--- src/rtl/addr_burst_pkg.sv ---
package addr_burst_pkg;
    typedef enum logic [1:0] {
        CMD_REPEAT = 2'd0,
        CMD_STEP   = 2'd1,
        CMD_LOAD   = 2'd2,
        CMD_CLEAR  = 2'd3
    } addr_cmd_e;
endpackage

--- src/rtl/abg_cmd_decode.sv ---
module abg_cmd_decode
    import addr_burst_pkg::*;
(
    input  logic      strobe_n,
    input  logic      step_n,
    input  logic      clr_n,
    output addr_cmd_e cmd
);
    // Fixed priority: clear, then load, then step
    always_comb begin
        if (!clr_n)
            cmd = CMD_CLEAR;
        else if (!strobe_n)
            cmd = CMD_LOAD;
        else if (!step_n)
            cmd = CMD_STEP;
        else
            cmd = CMD_REPEAT;
    end
endmodule

--- src/rtl/abg_next_addr.sv ---
module abg_next_addr
    import addr_burst_pkg::*;
#(
    parameter int ADDR_W = 14
) (
    input  addr_cmd_e          cmd,
    input  logic [ADDR_W-1:0]  base,
    input  logic [ADDR_W-1:0]  ext_addr,
    output logic [ADDR_W-1:0]  sel_addr
);
    localparam logic [ADDR_W-1:0] ONE = {{(ADDR_W-1){1'b0}}, 1'b1};

    always_comb begin
        unique case (cmd)
            CMD_CLEAR:  sel_addr = '0;
            CMD_LOAD:   sel_addr = ext_addr;
            CMD_STEP:   sel_addr = base + ONE;   // width-limited, wraps
            CMD_REPEAT: sel_addr = base;
            default:    sel_addr = base;
        endcase
    end
endmodule

--- src/rtl/abg_addr_reg.sv ---
module abg_addr_reg #(
    parameter int ADDR_W = 14
) (
    input  logic              clk,
    input  logic              rst_n,
    input  logic [ADDR_W-1:0] d,
    output logic [ADDR_W-1:0] q
);
    always_ff @(posedge clk or negedge rst_n) begin
        if (!rst_n)
            q <= '0;
        else
            q <= d;
    end

    AST_RESET_CLEARS: assert property (@(posedge clk) !rst_n |-> q == '0);
endmodule

--- src/rtl/addr_burst_gen.sv ---
module addr_burst_gen
    import addr_burst_pkg::*;
#(
    parameter int ADDR_W = 14
) (
    input  logic              clk,
    input  logic              rst_n,
    input  logic [ADDR_W-1:0] ext_addr,
    input  logic              strobe_n,
    input  logic              step_n,
    input  logic              clr_n,
    output logic [ADDR_W-1:0] cur_addr
);
    addr_cmd_e         cmd;
    logic [ADDR_W-1:0] base_q;
    logic [ADDR_W-1:0] sel_addr;

    abg_cmd_decode u_dec (
        .strobe_n (strobe_n),
        .step_n   (step_n),
        .clr_n    (clr_n),
        .cmd      (cmd)
    );

    abg_next_addr #(.ADDR_W(ADDR_W)) u_next (
        .cmd      (cmd),
        .base     (base_q),
        .ext_addr (ext_addr),
        .sel_addr (sel_addr)
    );

    abg_addr_reg #(.ADDR_W(ADDR_W)) u_reg (
        .clk   (clk),
        .rst_n (rst_n),
        .d     (sel_addr),
        .q     (base_q)
    );

    assign cur_addr = sel_addr;

    // One edge seen out of reset, so $past below refers to a post-reset cycle
    logic past_ok;
    always_ff @(posedge clk or negedge rst_n) begin
        if (!rst_n) past_ok <= 1'b0;
        else        past_ok <= 1'b1;
    end

    AST_CLEAR_ZERO: assert property (@(posedge clk) disable iff (!rst_n)
        !clr_n |-> cur_addr == '0);
    AST_LOAD_PASS: assert property (@(posedge clk) disable iff (!rst_n)
        (clr_n && !strobe_n) |-> cur_addr == ext_addr);
    AST_STEP_PLUS_ONE: assert property (@(posedge clk) disable iff (!rst_n || !past_ok)
        (clr_n && strobe_n && !step_n) |-> cur_addr == ADDR_W'($past(cur_addr) + 1'b1));
    AST_REPEAT_SAME: assert property (@(posedge clk) disable iff (!rst_n || !past_ok)
        (clr_n && strobe_n && step_n) |-> cur_addr == $past(cur_addr));
    AST_STEP_WRAP: assert property (@(posedge clk) disable iff (!rst_n || !past_ok)
        (clr_n && strobe_n && !step_n && $past(cur_addr) == {ADDR_W{1'b1}}) |-> cur_addr == '0);
endmodule

--- config.mk ---
export PLATFORM = sky130hd
export DESIGN_NAME = addr_burst_gen
export DESIGN_NICKNAME = d
export VERILOG_FILES = /design/src/rtl/addr_burst_pkg.sv /design/src/rtl/abg_cmd_decode.sv /design/src/rtl/abg_next_addr.sv /design/src/rtl/abg_addr_reg.sv /design/src/rtl/addr_burst_gen.sv
export SDC_FILE = /design/constraint.sdc
export NUM_CORES = 1
export LEC_CHECK = 0
export ABC_AREA = 1
export BUFFER_PORTS_ARGS = -buffer_cell sky130_fd_sc_hd__buf_2
export CORE_ASPECT_RATIO = 1.75
export CORE_MARGIN = 10
export CORE_UTILIZATION = 40
export CTS_CLUSTER_DIAMETER = 100
export DETAILED_ROUTE_END_ITERATION = 12
export GPL_ROUTABILITY_DRIVEN = 0
export GPL_TIMING_DRIVEN = 0
export PLACE_DENSITY_LB_ADDON = 0.25
export SYNTH_ARGS = -nofsm -noshare
export SYNTH_HDL_FRONTEND = slang
export SYNTH_SLANG_ARGS = --single-unit
export TNS_END_PERCENT = 5
--- constraint.sdc ---
create_clock -name clk -period 1.8 [get_ports clk]
set_input_delay 0.36 -clock clk [delete_from_list [all_inputs] [get_ports clk]]
set_output_delay 0.36 -clock clk [all_outputs]
set_load 0.02 [all_outputs]
==> flow_metrics.py, run 1 <==
metrics = {
    "outcome": {
        "status": "complete, but fails checks",
        "violations": "negative setup slack",
    },
    "setup_path": {
        "cp_cell_sequence": "ha_4, nand3_4, buf_4, nor2_1, nand3b_1, nand2_2, buf_6",
        "ff2ff_path_depth": 11,
        "crit_path_start_kind": "register",
        "crit_path_start": "u_reg.q[0]$_DFF_PN0_",
        "crit_arrival_ns": 1.58,
        "timing.rr.end": "u_reg.q[6]$_DFF_PN0_",
        "crit-reg2reg-launch": "u_reg.q[0]$_DFF_PN0_",
        "r2r_setup_slack_ns": -0.03,
        "crit_family": "flip-flops",
        "path_class": "register to primary output",
        "cpPeakStageDelay_ns": 0.44,
        "crit_path_top_delay_cell": "dfrtp_1",
        "cp_max_fo": 4,
        "cp_num_buf_inv": 2,
        "critical_path.endpoint_type": "primary output",
        "required_ns": 1.44,
    },
    "cells_and_area": {
        "fin_util_pct": 62.39,
        "top_register": "u_reg.q",
        "antennaDiodeCount": 0,
        "synthToLayoutAreaGrowth_pct": 50.46,
        "largest_register_ffs": 14,
        "drive_gt1_share_pct": 42.16,
        "layout.nets": 206,
        "reg_top3": "u_reg.q (14)",
    },
    "clocking": {
        "clock-sinks": 14,
        "clk_pin_slew_ns": 0.06,
        "cts_htree_levels": 1,
        "clk_latency_ns": 0.25,
        "cts-root-buf": "clkbuf_8",
        "hold_buffers": 0,
        "clock_path_buffers": 2,
        "cts_tree": "yes",
        "cts_buffers": 3,
    },
    "sta": {
        "relSlewSlack_pct": 77.24,
        "clock_skew_ns": 0.001972,
        "fin_crit_ns": 1.944,
        "finalSetupViolations": 13,
        "layout_setup_ws_ns": -0.1439,
        "tightest_slew_ns": 0.3414,
        "finalHoldViolCount": 0,
        "rsz0062_at_grt": "true",
        "period_share_pct": 108.0,
        "hold_ws_ns": 0.005842,
        "timing.fmax_mhz": 514.4,
        "slew_violations": 0,
    },
    "global_route": {
        "grt_overflow": 0,
        "antenna_found_initial": 0,
        "grt_pass1_vias": 1136,
        "grt_max_degree": 15,
        "grtUsageTotal_pct": 12.00,
        "grt_pass1_wl_um": 4816,
    },
    "synthesis": {
        "yosysTopAreaCell": "dfrtp_1",
        "synth_common_cells": "55 x nand2_1, 17 x nand3_1, 14 x dfrtp_1",
        "syn_nets": 159,
        "yosys.cell_types.count": 23,
        "synth.area.top_cells": "dfrtp_1 37%, nand2_1 22%, nand3_1 8.9%",
        "synth_top_cell_area_share_pct": 36.70,
        "syn_area_per_cell_um2": 6.868,
        "synthArstFlopShare_pct": 100.0,
        "synth-seq-cells": 14,
        "yosysSeqAreaShare_pct": 36.70,
        "synth_ff_type": "dfrtp_1",
        "syn_area_um2": 954.7,
        "syn_inst": 139,
        "synth.most_common_cell": "nand2_1",
        "ys_warn_count": 0,
        "synth-edff-count": 0,
    },
    "power_and_ir_drop": {
        "sequentialPowerShare_pct": 41.4,
        "p_int_mw": 0.6200,
        "peakVddDrop_mv": 0.4192,
        "combPwrFrac_pct": 22.4,
        "p_leak_nw": 0.7442,
        "p_sw_mw": 0.2600,
        "p_total_mw": 0.8800,
        "p_clk_share_pct": 36.2,
        "swShare_pct": 29.55,
        "p_per_area_mw_per_mm2": 612.6,
    },
    "drt": {
        "ant_nets": 0,
        "vias_per_cell": 5.271,
        "wl_met2_um": 1591,
        "drt_first_iter_violations": 29,
        "top_layer": "met4",
        "via_count": 1107,
        "wl_met1_um": 1203,
        "drc": 0,
        "route.met3.wl_um": 149,
        "drt-pass1-iter-count": 4,
        "routed_wirelength_um": 3017,
        "drt-wirelength-per-cell_um": 14.37,
    },
    "place": {
        "dp_hpwl_um": 2094,
        "portBuffers": 32,
    },
    "worst_hold_path": {
        "hp-class": "input port to asynchronous set/reset pin",
    },
    "floorplanning": {
        "core_area_mm2": 0.002302,
        "rows": 23,
        "pin_count": 33,
        "die_x_um": 56.93,
        "dieArea_mm2": 0.004818,
        "die_h_um": 84.63,
        "start_util_pct": 41.47,
    },
    "run": {
        "drv_cap": 0,
    },
}
-- power groups by stage --
stage	registers [mW]	clock network, mW	logic [mW]
global route	0.367	0.334	0.216
detailed placement	0.365	0	0.146
global placement	0.365	0	0.143
CTS	0.363	0.317	0.179
floorplan	0.359	0	0.0872
finish	0.365	0.318	0.197
-- worst reg2reg max path, cell delays in order, from the launching register on --
cell and delay, ns:
dfrtp_1 0.44, ha_4 0.19, nand3_4 0.12, nor2_4 0.14
xor2_1 0.08, nand2_1 0.08, nand3_2 0.08, buf_4 0.14
buf_4 0.12, buf_4 0.12, buf_4 0.12, buf_4 0.11
-- cell usage in the layout (no fill, tap or decap), drive strengths merged, types with 2 or more instances in the layout --
master	synthesis	final
buf	3	45
nand4	2	2
nand2	57	57
a22oi	4	4
o21bai	2	2
nor2	13	13
nand3	19	19
dfrtp	14	14
inv	15	15
o21ai	2	2
xor2	2	2
clkbuf	0	4
-- worst max-delay path by stage --
stage / cells after the start / end / slack [ns]
after floorplan: 5 / cur_addr[10] / 0.15
after global placement: 7 / cur_addr[6] / 0.04
after detailed placement: 6 / cur_addr[10] / 0.01
after CTS: 7 / cur_addr[6] / -0.11
after global routing: 8 / cur_addr[12] / -0.22
final: 7 / cur_addr[4] / -0.14
-- repair_timing --
item	in CTS	in global routing
resized for setup	19	25
endpoints found under the setup margin	10	14
pin swaps	5	5
buffers inserted	7	3
-- per-stage QoR --
| stage | worst slack (ns) | instance area, µm² | TNS (ns) | cells |
|---|---|---|---|---|
| global route | -0.2223 | 1436 | -2.264 | 210 |
| CTS | -0.1138 | 1334 | -0.8282 | 207 |
| detailed placement | 0.01239 | 1146 | 0 | 196 |
| global placement | 0.04076 | 1146 | 0 | 196 |
| floorplan | 0.1482 | 954.7 | 0 | 139 |
| finish | -0.1439 | 1436 | -1.190 | 210 |
-- layer usage --
| layer | GRT usage (%) | up-vias |
|---|---|---|
| met4 | 5.150 | 0 |
| li1 | - | 538 |
| met2 | 22.20 | 34 |
| met5 | 0 | - |
| met1 | 11.87 | 525 |
| met3 | 3.167 | 10 |
-- area by class of cell --
class	instances	area [µm²]
timing repair buffer	42	296.5
multi-input combinational	107	623.1
buffer	3	20.02
sequential	14	354.1
clock buffer	4	55.05
inverter	15	56.30
tap	25	31.28
fill	208	865.8
-- cells by family after synthesis --
kind of cell	count (synthesis)	synth area share, %
buffers and inverters	18	7.994
AOI/OAI and AO/OA	11	8.387
DFF	14	36.70
and+or+nand+nor	93	43.77
xor gates and xnor gates	2	1.835
adders and majority gates	1	1.310
No activity file was read; power rests on OpenSTA's default activity.
==> run 2: changes to the inputs <==
Settings changed: RECOVER_POWER from default to 50.
==> flow_metrics.py, run 2 (synthesis gave the netlist of run 1 again) <==
metrics = {
    "outcome": {
        "status": "complete, but fails checks",
        "violations": "negative setup slack",
    },
    "floorplanning": {
        "die_x_um": 56.93,
        "pin_count": 33,
        "rows": 23,
        "core_area_mm2": 0.002302,
        "dieArea_mm2": 0.004818,
        "die_h_um": 84.63,
        "start_util_pct": 41.47,
    },
    "setup_path": {
        "crit_path_start_kind": "register",
        "critical_path.endpoint_type": "primary output",
        "crit_arrival_ns": 1.58,
        "path_class": "register to primary output",
        "required_ns": 1.44,
        "crit_path_top_delay_cell": "dfrtp_1",
        "r2r_setup_slack_ns": -0.03,
        "cpPeakStageDelay_ns": 0.44,
        "cp_max_fo": 4,
        "cp_cell_sequence": "ha_4, nand3_4, buf_4, nor2_1, nand3b_1, nand2_2, buf_6",
        "cp_num_buf_inv": 2,
        "crit_family": "flip-flops",
    },
    "power_and_ir_drop": {
        "p_per_area_mw_per_mm2": 612.9,
        "p_total_mw": 0.8796,
        "peakVddDrop_mv": 0.4192,
        "p_leak_nw": 0.7415,
    },
    "worst_hold_path": {
        "hp-class": "input port to asynchronous set/reset pin",
    },
    "clocking": {
        "cts_buffers": 3,
        "cts_htree_levels": 1,
        "hold_buffers": 0,
        "clock_path_buffers": 2,
        "clock-sinks": 14,
        "cts_tree": "yes",
        "clk_pin_slew_ns": 0.06,
        "clk_latency_ns": 0.25,
        "cts-root-buf": "clkbuf_8",
    },
    "cells_and_area": {
        "synthToLayoutAreaGrowth_pct": 50.33,
        "reg_top3": "u_reg.q (14)",
        "final_common_cell": "nand2_1",
        "largest_register_ffs": 14,
        "instances_no_fill": 210,
        "final_cell_mix": "51 x nand2_1, 21 x buf_2, 14 x buf_4",
        "layout.nets": 206,
        "n_fill_cell": 209,
        "top_register": "u_reg.q",
        "antennaDiodeCount": 0,
        "drive_gt1_share_pct": 41.62,
    },
    "sta": {
        "timing.fmax_mhz": 514.4,
        "period_share_pct": 108.0,
        "rsz0062_at_grt": "true",
        "relSlewSlack_pct": 46.68,
        "clock_skew_ns": 0.001972,
        "finalHoldViolCount": 0,
        "fin_crit_ns": 1.944,
        "tightest_slew_ns": 0.7998,
        "slew_violations": 0,
        "finalSetupViolations": 13,
        "layout_setup_ws_ns": -0.1440,
    },
    "drt": {
        "drc": 0,
        "routed_wirelength_um": 3012,
        "ant_nets": 0,
        "drt-wirelength-per-cell_um": 14.34,
        "via_count": 1103,
        "vias_per_cell": 5.252,
        "drt-pass1-iter-count": 4,
        "drt_first_iter_violations": 29,
    },
    "global_route": {
        "grt_pass1_vias": 1136,
        "grt_pass1_wl_um": 4816,
        "grt_max_degree": 15,
        "antenna_found_initial": 0,
        "grtUsageTotal_pct": 12.00,
        "grt_overflow": 0,
    },
    "place": {
        "dpl_worst_slack_ns": 0.01239,
        "dp.cells": 196,
        "portBuffers": 32,
        "dp_hpwl_um": 2094,
    },
    "run": {
        "drv_cap": 0,
    },
}
## run 2: what timing repair did
action                     CTS  global route
resized for setup           19            25
pin swaps                    5             5
buffers inserted             7             3
setup endpoints to repair   10            14
## run 2: per-stage QoR
stage	setup TNS, ns	hold WS [ns]	cell area [µm²]	util, %
3_3_place_gp	0	0.2778	1146	49.78
2_1_floorplan	0	0.06441	954.7	-
6_report	-1.195	0.1704	1435	62.34
5_1_grt	-2.264	0.2175	1435	62.34
3_5_place_dp	0	0.2770	1146	49.78
4_1_cts	-0.8282	0.01594	1334	57.93
## run 2: layer usage
| metal | track usage, % | vias up | part of all wire, % | routed length, µm |
|---|---|---|---|---|
| met5 | 0 | - | 0 | 0 |
| met4 | 5.150 | 0 | 2.0 | 59 |
| met3 | 3.167 | 8 | 5.4 | 162 |
| met2 | 22.20 | 32 | 53 | 1602 |
| met1 | 11.87 | 524 | 39 | 1187 |
| li1 | - | 539 | - | - |
## run 2: cell type report
class | count | area [µm²] | share of cell area, %
Inverter | 15 | 56.30 | 3.923
Buffer | 3 | 20.02 | 1.395
Timing Repair Buffer | 42 | 295.3 | 20.58
Clock buffer | 4 | 55.05 | 3.836
Tap cell | 25 | 31.28 | 2.180
Sequential cell | 14 | 354.1 | 24.67
Multi-Input combinational cell | 107 | 623.1 | 43.42
## run 2: where the power goes
part	internal (mW)	total, mW	switching (mW)
Sequential	0.336	0.365	0.0291
Clock	0.194	0.318	0.124
Combinational	0.0901	0.197	0.107
Total	0.620	0.880	0.260
## run 2: worst paths after layout
check / endpoint / start / depth (start not counted)
hold / removal: u_reg.q[9]$_DFF_PN0_ / rst_n / 1
max in group asynchronous: u_reg.q[1]$_DFF_PN0_ / rst_n / 1
min in group clk: u_reg.q[1]$_DFF_PN0_ / ext_addr[1] / 3
setup / recovery: cur_addr[4] / u_reg.q[0]$_DFF_PN0_ / 7
setup reg to reg: u_reg.q[6]$_DFF_PN0_ / u_reg.q[0]$_DFF_PN0_ / 11
hold reg to reg: u_reg.q[12]$_DFF_PN0_ / u_reg.q[12]$_DFF_PN0_ / 2
==> run 3: changes to the inputs <==
Settings changed: ABC_AREA 1 to default, CORE_ASPECT_RATIO 1.75 to default, GPL_ROUTABILITY_DRIVEN 0 to default, TNS_END_PERCENT 5 to default.
==> flow_metrics.py, run 3 <==
metrics = {
    "outcome": {
        "status": "complete, but fails checks",
        "violations": "negative setup slack",
    },
    "drt": {
        "drt_first_iter_violations": 51,
        "drt-wirelength-per-cell_um": 18.22,
        "ant_nets": 0,
        "drt-pass1-iter-count": 5,
        "via_count": 945,
        "drc": 0,
        "vias_per_cell": 5.494,
        "routed_wirelength_um": 3134,
    },
    "floorplanning": {
        "die_h_um": 65.23,
        "core_area_mm2": 0.001962,
        "dieArea_mm2": 0.004255,
        "pin_count": 33,
        "start_util_pct": 41.71,
        "rows": 16,
        "die_x_um": 65.23,
    },
    "synthesis": {
        "synth_compound_area_share_pct": 20.95,
        "synth-edff-count": 0,
        "synth_top_cell_area_share_pct": 42.81,
        "synth_top_family_by_area": "compound AO/OA/AOI/OAI gates",
        "synth.most_common_cell": "dfrtp_1",
        "synth_common_cells": "14 x dfrtp_1, 13 x o21ai_0, 9 x a21oi_1",
        "synthMuxAreaShare_pct": 2.446,
        "yosysTopAreaCell": "dfrtp_1",
        "syn_area_per_cell_um2": 9.092,
        "ys_warn_count": 0,
        "synth_xor_area_share_pct": 10.70,
        "yosys.area_share.simple_pct": 18.81,
        "synth_adder_area_share_pct": 1.529,
        "synthArstFlopShare_pct": 100.0,
        "synth.area.top_cells": "dfrtp_1 43%, xnor2_1 8.6%, o21ai_0 8.0%",
        "yosysSeqAreaShare_pct": 42.81,
        "syn_area_um2": 818.3,
        "yosys.cell_types.count": 26,
        "synth-seq-cells": 14,
        "synth_ff_type": "dfrtp_1",
        "syn_nets": 110,
        "syn_inst": 90,
    },
    "setup_path": {
        "crit-reg2reg-launch": "u_reg.q[0]$_DFF_PN0_",
        "timing.rr.end": "u_reg.q[7]$_DFF_PN0_",
        "cp_max_fo": 6,
        "r2r_setup_slack_ns": 0.13,
        "crit_path_start_kind": "register",
        "critical_path.endpoint_type": "primary output",
        "path_class": "register to primary output",
        "required_ns": 1.44,
        "ff2ff_path_depth": 8,
        "crit_arrival_ns": 1.95,
    },
    "place": {
        "dp_hpwl_um": 1806,
        "portBuffers": 31,
        "dp.cells": 148,
        "gp_congestion": 0.7774,
    },
    "cells_and_area": {
        "drive_gt1_share_pct": 54.48,
        "top_register": "u_reg.q",
        "final_common_cell": "buf_4",
        "layout.nets": 167,
        "instances_no_fill": 172,
        "final_cell_mix": "20 x buf_4, 18 x buf_2, 13 x o21ai_0, 13 x dfrtp_1, 12 x buf_6",
        "synthToLayoutAreaGrowth_pct": 75.69,
        "reg_top3": "u_reg.q (14)",
        "n_fill_cell": 138,
        "largest_register_ffs": 14,
        "antennaDiodeCount": 0,
    },
    "global_route": {
        "antenna_found_initial": 0,
        "grt_overflow": 0,
        "grt_pass1_wl_um": 4278,
        "grtUsageTotal_pct": 12.54,
        "grt_max_degree": 15,
        "grt_pass1_vias": 948,
    },
    "sta": {
        "period_share_pct": 128.2,
        "finalHoldViolCount": 0,
        "setup_tns_ns": -4.288,
        "relSlewSlack_pct": 45.07,
        "layout_setup_ws_ns": -0.5074,
        "clock_skew_ns": 0.01450,
        "hold_ws_ns": 0.3522,
        "slew_violations": 0,
        "rsz0062_at_grt": "true",
        "finalSetupViolations": 13,
        "timing.fmax_mhz": 433.4,
        "tightest_slew_ns": 0.8239,
        "fin_crit_ns": 2.307,
    },
    "power_and_ir_drop": {
        "p_total_mw": 0.8125,
        "p_leak_nw": 0.6637,
        "peakVddDrop_mv": 0.6475,
        "p_per_area_mw_per_mm2": 565.2,
    },
    "worst_hold_path": {
        "hp-class": "input port to register",
        "hold_depth": 2,
        "holdCritStartpoint": "ext_addr[2]",
        "worst_hold_path.endpoint": "u_reg.q[2]$_DFF_PN0_",
    },
    "clocking": {
        "cts-root-buf": "clkbuf_4",
        "clk_latency_ns": 0.29,
        "cts_buffers": 3,
        "cts_tree": "yes",
        "cts_htree_levels": 1,
        "clock_path_buffers": 2,
        "clk_pin_slew_ns": 0.09,
        "clock-sinks": 14,
    },
    "run": {
        "drv_cap": 0,
    },
}
==> run 3: worst max-delay path: stages, from the launching register on <==
cell	delay [ns]
dfrtp_1	0.37
nand4_1	0.18
a2111o_1	0.41
or4_1	0.45
nand3_2	0.11
buf_6	0.12
==> run 3: layout make-up <==
cell class                 instances  area, µm²  share of cell area (%)
multi-input combinational         70      604.3                   42.04
timing repair buffer              52      389.1                   27.07
inverter                           1      3.754                  0.2611
sequential                        14      351.6                   24.46
buffer                             5      32.53                   2.263
clock buffer                       3      22.52                   1.567
tap                               27      33.78                   2.350
==> run 3: worst max-delay path by stage <==
stage | start | endpoint | slack [ns]
6_report | u_reg.q[5]$_DFF_PN0_ | cur_addr[13] | -0.51
5_1_grt | u_reg.q[6]$_DFF_PN0_ | cur_addr[13] | -0.55
4_1_cts | u_reg.q[4]$_DFF_PN0_ | cur_addr[11] | -0.45
3_5_place_dp | step_n | cur_addr[11] | -0.40
3_3_place_gp | step_n | cur_addr[11] | -0.38
2_1_floorplan | clr_n | cur_addr[12] | -0.11
==> run 3: power breakdown <==
part / internal, mW / switching (mW)
logic: 0.132 / 0.139
registers: 0.337 / 0.0218
clock network: 0.0778 / 0.105
==> run 3: per-layer routing <==
metal  part of all wire [%]  GRT usage, %
met5                      0             0
met4                    2.2         4.011
met1                     36         12.61
met3                    8.0         5.424
met2                     54         22.68
==> run 3: metrics by stage <==
| step | utilization, % | setup WS, ns | area [µm²] |
|---|---|---|---|
| after floorplan | - | -0.1057 | 872.1 |
| after CTS | 64.60 | -0.4534 | 1267 |
| after global routing | 73.28 | -0.5548 | 1438 |
| final | 73.28 | -0.5074 | 1438 |
| after global placement | 54.08 | -0.3816 | 1061 |
| after detailed placement | 54.08 | -0.3974 | 1061 |
==> run 3: logic make-up (layout without fill, tap and decap cells) <==
family | after synthesis | in the layout
compound gates | 29 | 29
buf+inv | 6 | 61
fa+ha+maj | 1 | 1
simple gates | 28 | 28
xor+xnor | 10 | 10
mux | 2 | 2
flops | 14 | 14
==> run 3: repair_timing <==
item	CTS	global route
endpoints found under the hold margin	14	0
buffers inserted	12	9
pin swaps	12	10
resized for setup	28	23
hold buffers	1	0
endpoints found under the setup margin	13	14
